`src/rtl/i2c_mem_pkg.sv`:
```
package i2c_mem_pkg;

   typedef enum logic [2:0] {
      S_IDLE = 3'd0,
      S_ADDR = 3'd1,
      S_AACK = 3'd2,
      S_WR   = 3'd3,
      S_WACK = 3'd4,
      S_RD   = 3'd5,
      S_RACK = 3'd6
   } slv_state_e;

   typedef enum logic [1:0] {
      PH_PTR_HI = 2'd0,
      PH_PTR_LO = 2'd1,
      PH_DATA   = 2'd2
   } wr_phase_e;

endpackage

```
`src/rtl/i2c_line_filter.sv`:
```
module i2c_line_filter #(
   parameter int FILT_LEN = 3
) (
   input  logic clk,
   input  logic rst_n,
   input  logic line_i,
   output logic line_o
);

   logic [1:0] sync_q;

   always_ff @(posedge clk or negedge rst_n) begin
      if (!rst_n) sync_q <= 2'b11;
      else        sync_q <= {sync_q[0], line_i};
   end

   generate
      if (FILT_LEN == 1) begin : g_bypass
         assign line_o = sync_q[1];
      end else begin : g_window
         logic [FILT_LEN-1:0] win_q;
         logic                out_q;
         always_ff @(posedge clk or negedge rst_n) begin
            if (!rst_n) begin
               win_q <= '1;
               out_q <= 1'b1;
            end else begin
               win_q <= {win_q[FILT_LEN-2:0], sync_q[1]};
               if (&win_q)       out_q <= 1'b1;
               else if (~|win_q) out_q <= 1'b0;
            end
         end
         assign line_o = out_q;
      end
   endgenerate

endmodule

```
`src/rtl/i2c_bus_events.sv`:
```
module i2c_bus_events (
   input  logic clk,
   input  logic rst_n,
   input  logic scl_f,
   input  logic sda_f,
   output logic start_o,
   output logic stop_o,
   output logic scl_rise_o,
   output logic scl_fall_o
);

   logic scl_q, sda_q;

   always_ff @(posedge clk or negedge rst_n) begin
      if (!rst_n) begin
         scl_q <= 1'b1;
         sda_q <= 1'b1;
      end else begin
         scl_q <= scl_f;
         sda_q <= sda_f;
      end
   end

   assign start_o    = scl_f & scl_q & sda_q & ~sda_f;
   assign stop_o     = scl_f & scl_q & ~sda_q & sda_f;
   assign scl_rise_o = scl_f & ~scl_q;
   assign scl_fall_o = ~scl_f & scl_q;

endmodule

```
`src/rtl/i2c_slave_engine.sv`:
```
module i2c_slave_engine
   import i2c_mem_pkg::*;
#(
   parameter int AW = 11
) (
   input  logic          clk,
   input  logic          rst_n,
   input  logic          start_i,
   input  logic          stop_i,
   input  logic          scl_rise_i,
   input  logic          scl_fall_i,
   input  logic          sda_i,
   input  logic [6:0]    dev_addr_i,
   input  logic [7:0]    mem_rdata_i,
   output logic          sda_low_o,
   output logic [AW-1:0] mem_addr_o,
   output logic [7:0]    mem_wdata_o,
   output logic          mem_we_o,
   output slv_state_e    state_o,
   output logic [7:0]    shift_o
);

   localparam int HI_BITS = AW - 8;

   slv_state_e    state_q;
   wr_phase_e     phase_q;
   logic [3:0]    cnt_q;
   logic [7:0]    sh_q;
   logic          rw_q, nack_q, sda_low_q, we_q;
   logic [7:0]    wdata_q;
   logic [AW-1:0] ptr_q;

   always_ff @(posedge clk or negedge rst_n) begin
      if (!rst_n) begin
         state_q   <= S_IDLE;
         phase_q   <= PH_PTR_HI;
         cnt_q     <= '0;
         sh_q      <= '0;
         rw_q      <= 1'b0;
         nack_q    <= 1'b0;
         sda_low_q <= 1'b0;
         we_q      <= 1'b0;
         wdata_q   <= '0;
         ptr_q     <= '0;
      end else begin
         we_q <= 1'b0;
         if (we_q) ptr_q <= ptr_q + 1'b1;
         if (stop_i) begin
            state_q   <= S_IDLE;
            sda_low_q <= 1'b0;
         end else if (start_i) begin
            state_q   <= S_ADDR;
            cnt_q     <= '0;
            sda_low_q <= 1'b0;
         end else begin
            case (state_q)
               S_ADDR: begin
                  if (scl_rise_i) begin
                     sh_q  <= {sh_q[6:0], sda_i};
                     cnt_q <= cnt_q + 1'b1;
                  end else if (scl_fall_i && cnt_q == 4'd8) begin
                     cnt_q <= '0;
                     if (sh_q[7:1] == dev_addr_i) begin
                        sda_low_q <= 1'b1;
                        rw_q      <= sh_q[0];
                        state_q   <= S_AACK;
                     end else begin
                        state_q <= S_IDLE;
                     end
                  end
               end
               S_AACK, S_RACK: begin
                  if (scl_rise_i) nack_q <= sda_i;
                  if (scl_fall_i) begin
                     if (state_q == S_AACK && !rw_q) begin
                        sda_low_q <= 1'b0;
                        phase_q   <= PH_PTR_HI;
                        state_q   <= S_WR;
                     end else if (state_q == S_RACK && nack_q) begin
                        state_q <= S_IDLE;
                     end else begin
                        sh_q      <= mem_rdata_i;
                        sda_low_q <= ~mem_rdata_i[7];
                        cnt_q     <= 4'd1;
                        state_q   <= S_RD;
                     end
                  end
               end
               S_WR: begin
                  if (scl_rise_i) begin
                     sh_q  <= {sh_q[6:0], sda_i};
                     cnt_q <= cnt_q + 1'b1;
                  end else if (scl_fall_i && cnt_q == 4'd8) begin
                     cnt_q     <= '0;
                     sda_low_q <= 1'b1;
                     state_q   <= S_WACK;
                     case (phase_q)
                        PH_PTR_HI: begin
                           ptr_q[AW-1:8] <= sh_q[HI_BITS-1:0];
                           phase_q       <= PH_PTR_LO;
                        end
                        PH_PTR_LO: begin
                           ptr_q[7:0] <= sh_q;
                           phase_q    <= PH_DATA;
                        end
                        default: begin
                           we_q    <= 1'b1;
                           wdata_q <= sh_q;
                        end
                     endcase
                  end
               end
               S_WACK: begin
                  if (scl_fall_i) begin
                     sda_low_q <= 1'b0;
                     state_q   <= S_WR;
                  end
               end
               S_RD: begin
                  if (scl_fall_i) begin
                     if (cnt_q == 4'd8) begin
                        sda_low_q <= 1'b0;
                        state_q   <= S_RACK;
                        ptr_q     <= ptr_q + 1'b1;
                     end else begin
                        sda_low_q <= ~sh_q[6];
                        sh_q      <= {sh_q[6:0], 1'b0};
                        cnt_q     <= cnt_q + 1'b1;
                     end
                  end
               end
               default: ;
            endcase
         end
      end
   end

   assign sda_low_o   = sda_low_q;
   assign mem_addr_o  = ptr_q;
   assign mem_wdata_o = wdata_q;
   assign mem_we_o    = we_q;
   assign state_o     = state_q;
   assign shift_o     = sh_q;

endmodule

```
`src/rtl/i2c_mem_slave.sv`:
```
module i2c_mem_slave
   import i2c_mem_pkg::*;
#(
   parameter int AW       = 11,
   parameter int FILT_LEN = 3
) (
   input  logic          clk,
   input  logic          rst_n,
   input  logic          scl_i,
   input  logic          sda_i,
   input  logic [6:0]    dev_addr_i,
   output logic          sda_drive_low_o,
   output logic [AW-1:0] mem_addr_o,
   output logic [7:0]    mem_wdata_o,
   output logic          mem_we_o,
   input  logic [7:0]    mem_rdata_i
);

   localparam int N_LINES = 2;

   generate
      if (AW < 9 || AW > 16) begin : g_bad_aw
         $error("i2c_mem_slave: AW must lie in 9..16");
      end
      if (FILT_LEN < 1) begin : g_bad_filt
         $error("i2c_mem_slave: FILT_LEN must be at least 1");
      end
   endgenerate

   logic [N_LINES-1:0] raw_w, filt_w;
   logic               start_w, stop_w, rise_w, fall_w;
   slv_state_e         state_w;
   logic [7:0]         shift_w;

   assign raw_w = {scl_i, sda_i};

   generate
      for (genvar g = 0; g < N_LINES; g++) begin : g_line
         i2c_line_filter #(.FILT_LEN(FILT_LEN)) u_filt (
            .clk    (clk),
            .rst_n  (rst_n),
            .line_i (raw_w[g]),
            .line_o (filt_w[g])
         );
      end
   endgenerate

   i2c_bus_events u_evt (
      .clk        (clk),
      .rst_n      (rst_n),
      .scl_f      (filt_w[1]),
      .sda_f      (filt_w[0]),
      .start_o    (start_w),
      .stop_o     (stop_w),
      .scl_rise_o (rise_w),
      .scl_fall_o (fall_w)
   );

   i2c_slave_engine #(.AW(AW)) u_eng (
      .clk         (clk),
      .rst_n       (rst_n),
      .start_i     (start_w),
      .stop_i      (stop_w),
      .scl_rise_i  (rise_w),
      .scl_fall_i  (fall_w),
      .sda_i       (filt_w[0]),
      .dev_addr_i  (dev_addr_i),
      .mem_rdata_i (mem_rdata_i),
      .sda_low_o   (sda_drive_low_o),
      .mem_addr_o  (mem_addr_o),
      .mem_wdata_o (mem_wdata_o),
      .mem_we_o    (mem_we_o),
      .state_o     (state_w),
      .shift_o     (shift_w)
   );

endmodule

```
`config.mk`:
```
export PLATFORM = sky130hd
export DESIGN_NAME = i2c_mem_slave
export DESIGN_NICKNAME = d
export VERILOG_FILES = /design/src/rtl/i2c_mem_pkg.sv /design/src/rtl/i2c_line_filter.sv /design/src/rtl/i2c_bus_events.sv /design/src/rtl/i2c_slave_engine.sv /design/src/rtl/i2c_mem_slave.sv
export SDC_FILE = /design/constraint.sdc
export NUM_CORES = 1
export LEC_CHECK = 0
export BUFFER_PORTS_ARGS = -buffer_cell sky130_fd_sc_hd__buf_2
export CAP_MARGIN = 30
export CORE_ASPECT_RATIO = 1.1
export CORE_MARGIN = 5
export CORE_UTILIZATION = 30
export CTS_CLUSTER_DIAMETER = 120
export DETAILED_ROUTE_END_ITERATION = 12
export SLEW_MARGIN = 20
export SYNTH_ARGS = -nofsm -noshare
export SYNTH_HDL_FRONTEND = slang
export SYNTH_SLANG_ARGS = --single-unit
```
`constraint.sdc`:
```
create_clock -name clk -period 2.99 [get_ports clk]
set_input_delay 0.4485 -clock clk [delete_from_list [all_inputs] [get_ports clk]]
set_output_delay 0.4485 -clock clk [all_outputs]
set_load 0.03 [all_outputs]
```
==> results.sh <==
export IMPL_insertedDiodeCount=0
export IMPL_hold_violations=0
export IMPL_p_int_mw=1.349
export IMPL_finalSetupViolCount=0
export IMPL_total_power_mw=1.963
export IMPL_setup_tns_ns=0
export IMPL_floorplan_die_width_um=108.9
export IMPL_r2r_setup_slack_ns=0.58
export IMPL_synth_seq_cells=54
export IMPL_rsz0062_at_grt="no"
export IMPL_combinationalPowerShare_pct=17.1
export IMPL_cts_buffers=5
export IMPL_worst_path_stages=5
export IMPL_synth_area_leaders="dfrtp_1 (31%), dfstp_2 (11%), xor2_1 (3.8%)"
export IMPL_first_iter_violations=202
export IMPL_fin_skew_ns=0.007906
export IMPL_worstSetupEndpointType="flop"
export IMPL_timing_fmax_mhz=415.6
export IMPL_cts_root_buf="clkbuf_16"
export IMPL_path_clk_slew_ns=0.07
export IMPL_avgSynthCellArea_um2=9.902
export IMPL_crit_required_ns=3.21
export IMPL_antenna_found_initial=0
export IMPL_vias=2632
export IMPL_area_growth_pct=14.96
export IMPL_cp_data_arrival_time_ns=2.62
export IMPL_final_period_utilization_pct=80.47
export IMPL_synth_edf_count=0
export IMPL_yosysWarnings=0
export IMPL_grt_use_total_pct=13.49
export IMPL_postCtsSetupRepairBufs=0
export IMPL_p_sw_share_pct=31.27
export IMPL_critPathSlowestCell="dfrtp_1"
export IMPL_outcome="complete, no violations"
export IMPL_finalNetCount=381
export IMPL_critPathLaunchType="flop"
export IMPL_gp_congestion=0.8497
export IMPL_dp_cells=495
export IMPL_fin_crit_ns=2.406
export IMPL_p_per_area_nw_per_um2=528.9
export IMPL_slew_violations=0
export IMPL_cts_max_path_buffers=2
export IMPL_syn_area_um2=3228
export IMPL_viasPerCell=5.233
export IMPL_initial_core_util_pct=30.91
export IMPL_r2r_end="u_eng.shift_o[4]$_DFFE_PN0P_"
export IMPL_yosysTopAreaCell="dfrtp_1"
export IMPL_grt_pass1_wl_mm=14.13
export IMPL_p_sw_uw=613.9
export IMPL_async_flop_share_pct=100.0
export IMPL_worstReg2RegStart="u_eng.state_o[0]$_DFFE_PN0P_"
export IMPL_die_h_um=118.8
export IMPL_die_area_um2=12940
export IMPL_fillCellCount=1107
export IMPL_stdcell_count=503
export IMPL_clock_sinks=54
export IMPL_netlist_instances=326
export IMPL_design_core_area_um2=10440
export IMPL_power_frac_seq_pct=49.0
export IMPL_path_max_fanout=21
export IMPL_synthesis_nets=348
export IMPL_antenna_left=0
export IMPL_placement_io_buffers=39
export IMPL_reg2reg_depth=5
export IMPL_path_buf_inv=1
export IMPL_top_layer_used="met4"
export IMPL_ctsResizeCount=0
export IMPL_synth_top_area_share_pct=31.01
export IMPL_cts_hold_buf=0
export IMPL_clk_latency_ns=0.29
export IMPL_worst_setup_path_type="flop to flop"
export IMPL_yosys_cell_types_count=65
export IMPL_relSlewSlack_pct=50.33
export IMPL_grt_overflow=0
export IMPL_peakVddDrop_mv=0.2986
export IMPL_power_leakage_nw=1.590
export IMPL_ys_flop_type="dfrtp_1"
export IMPL_slowest_delay_ns=0.79
export IMPL_clkPwrFrac_pct=33.9
export IMPL_io_pins=40
export IMPL_post_drt_wl_per_cell_um=16.47
export IMPL_routed_wl_met3_um=482
export IMPL_grt_max_degree=29
export IMPL_dp_hpwl_mm=6.183
export IMPL_first_pass_iters=4
export IMPL_wl_mm=8.282
export IMPL_drive_gt1_share_pct=25.56
export IMPL_row_count=39
export IMPL_wl_met2_mm=3.947
export IMPL_drt_met1_wl_mm=3.619
export IMPL_cp_top_family="compound AO/OA/AOI/OAI gates"
export IMPL_worstPathCellList="clkinv_1 -> o31a_1 -> a211oi_4 -> nor2_1 -> a21oi_1"
export IMPL_hold_path_class="input port to async pin"
export IMPL_grt_pass1_vias=2709
export IMPL_ys_seq_area_share_pct=42.40
export IMPL_drcViolationCount=0
export IMPL_htree_levels=2
export IMPL_drv_cap=0
export IMPL_worst_slew_pin_slew_ns=0.7401
export IMPL_cts_tree="built"
-- worst reg2reg max path, stage by stage (launching register included) --
cell,delay [ns]
dfrtp_1,0.79
clkinv_1,0.44
o31a_1,0.27
a211oi_4,0.60
nor2_1,0.09
a21oi_1,0.15
-- registers in the layout, indices dropped and copies added (netlist names) --
| name | flops |
|---|---|
| u_eng.mem_addr_o | 11 |
| u_eng.mem_we_o | 1 |
| u_eng.sda_low_o | 1 |
| u_eng.nack_q | 1 |
| u_evt.scl_q | 1 |
| u_eng.state_o | 3 |
| u_evt.sda_q | 1 |
| u_eng.rw_q | 1 |
| u_eng.mem_wdata_o | 8 |
| g_line.u_filt.sync_q | 4 |
| u_eng.shift_o | 8 |
| g_line.u_filt.line_o | 2 |
| u_eng.phase_q | 2 |
| u_eng.cnt_q | 4 |
| g_line.u_filt.g_window.win_q | 6 |
-- how the worst max path moves through the flow --
stage | slack [ns] | endpoint | startpoint
CTS | 0.57 | u_eng.shift_o[4]$_DFFE_PN0P_ | u_eng.state_o[0]$_DFFE_PN0P_
finish | 0.58 | u_eng.shift_o[4]$_DFFE_PN0P_ | u_eng.state_o[0]$_DFFE_PN0P_
global placement | 0.64 | u_eng.shift_o[1]$_DFFE_PN0P_ | u_eng.state_o[0]$_DFFE_PN0P_
floorplan | 1.11 | u_eng.mem_wdata_o[0]$_DFFE_PN0P_ | u_eng.cnt_q[0]$_DFFE_PN0P_
detailed placement | 0.57 | u_eng.shift_o[4]$_DFFE_PN0P_ | u_eng.state_o[0]$_DFFE_PN0P_
global route | 0.37 | u_eng.shift_o[4]$_DFFE_PN0P_ | u_eng.state_o[0]$_DFFE_PN0P_
-- synthesized netlist by cell type (all sizes together) (3+ instances only) --
library cell	instances
a21oi	22
a31oi	4
and3b	3
buf	12
clkbuf	5
dfrtp	40
dfstp	14
ha	3
inv	9
mux2	10
mux2i	12
nand2	30
nand2b	3
nand3	9
nand3b	4
nand4	8
nor2	29
nor2b	3
nor3	8
nor4	6
o211ai	6
o21ai	20
o221ai	4
o22ai	3
xnor2	11
xor2	14
-- kinds of logic after synthesis --
family | after synthesis | share of synthesized area, %
xor+xnor | 25 | 6.783
mux | 22 | 7.210
compound gates | 83 | 19.26
fa+ha+maj | 3 | 1.163
simple gates | 112 | 18.91
buf+inv | 27 | 4.263
flops | 54 | 42.40
-- layer usage --
layer	track usage [%]	up-vias
li1	-	1252
met5	0	-
met3	3.162	22
met4	3.710	0
met1	18.29	1274
met2	21.43	84
-- per-stage QoR --
stage                     hold slack [ns]  util, %  instance area [um2]  setup WS (ns)
after floorplan                    0.1529        -                 3228          1.114
after global placement             0.3465    33.75                 3525         0.6432
after detailed placement           0.3468    33.94                 3545         0.5727
after CTS                         0.09052    35.54                 3711         0.5662
after global routing              0.09969    35.54                 3711         0.3691
final                             0.07918    35.54                 3711         0.5840
-- final cells by class --
cell class | count | area [um2] | share of cell area [%]
clock buffer | 6 | 128.9 | 3.473
clock inverter | 2 | 37.54 | 1.011
inverter | 10 | 37.54 | 1.011
multi-input combinational | 245 | 1722 | 46.39
sequential | 54 | 1369 | 36.88
tap | 143 | 178.9 | 4.821
timing repair buffer | 43 | 237.7 | 6.406
-- placed cells by master, fill, tap and decap left out, types with 6 or more instances in the layout --
| master | Yosys | routed |
|---|---|---|
| nand2_1 | 29 | 29 |
| mux2i_1 | 12 | 12 |
| nand4_1 | 6 | 6 |
| buf_2 | 7 | 39 |
| nor2_1 | 28 | 28 |
| nor3_1 | 8 | 8 |
| dfrtp_1 | 40 | 40 |
| o211ai_1 | 6 | 6 |
| mux2_2 | 10 | 10 |
| inv_1 | 9 | 9 |
| xnor2_1 | 11 | 11 |
| xor2_1 | 14 | 14 |
| a21oi_1 | 18 | 18 |
| nand3_1 | 9 | 9 |
| dfstp_2 | 14 | 14 |
| o21ai_0 | 15 | 15 |
-- power groups by stage --
stage | Combinational [mW] | Clock, mW | Sequential [mW]
2_1_floorplan | 0.282 | 0 | 0.898
3_3_place_gp | 0.327 | 0 | 0.970
3_5_place_dp | 0.340 | 0 | 0.975
4_1_cts | 0.341 | 0.679 | 0.960
5_1_grt | 0.379 | 0.706 | 0.975
6_report | 0.336 | 0.666 | 0.961
Note: power is estimated with default switching activity, not from simulation.
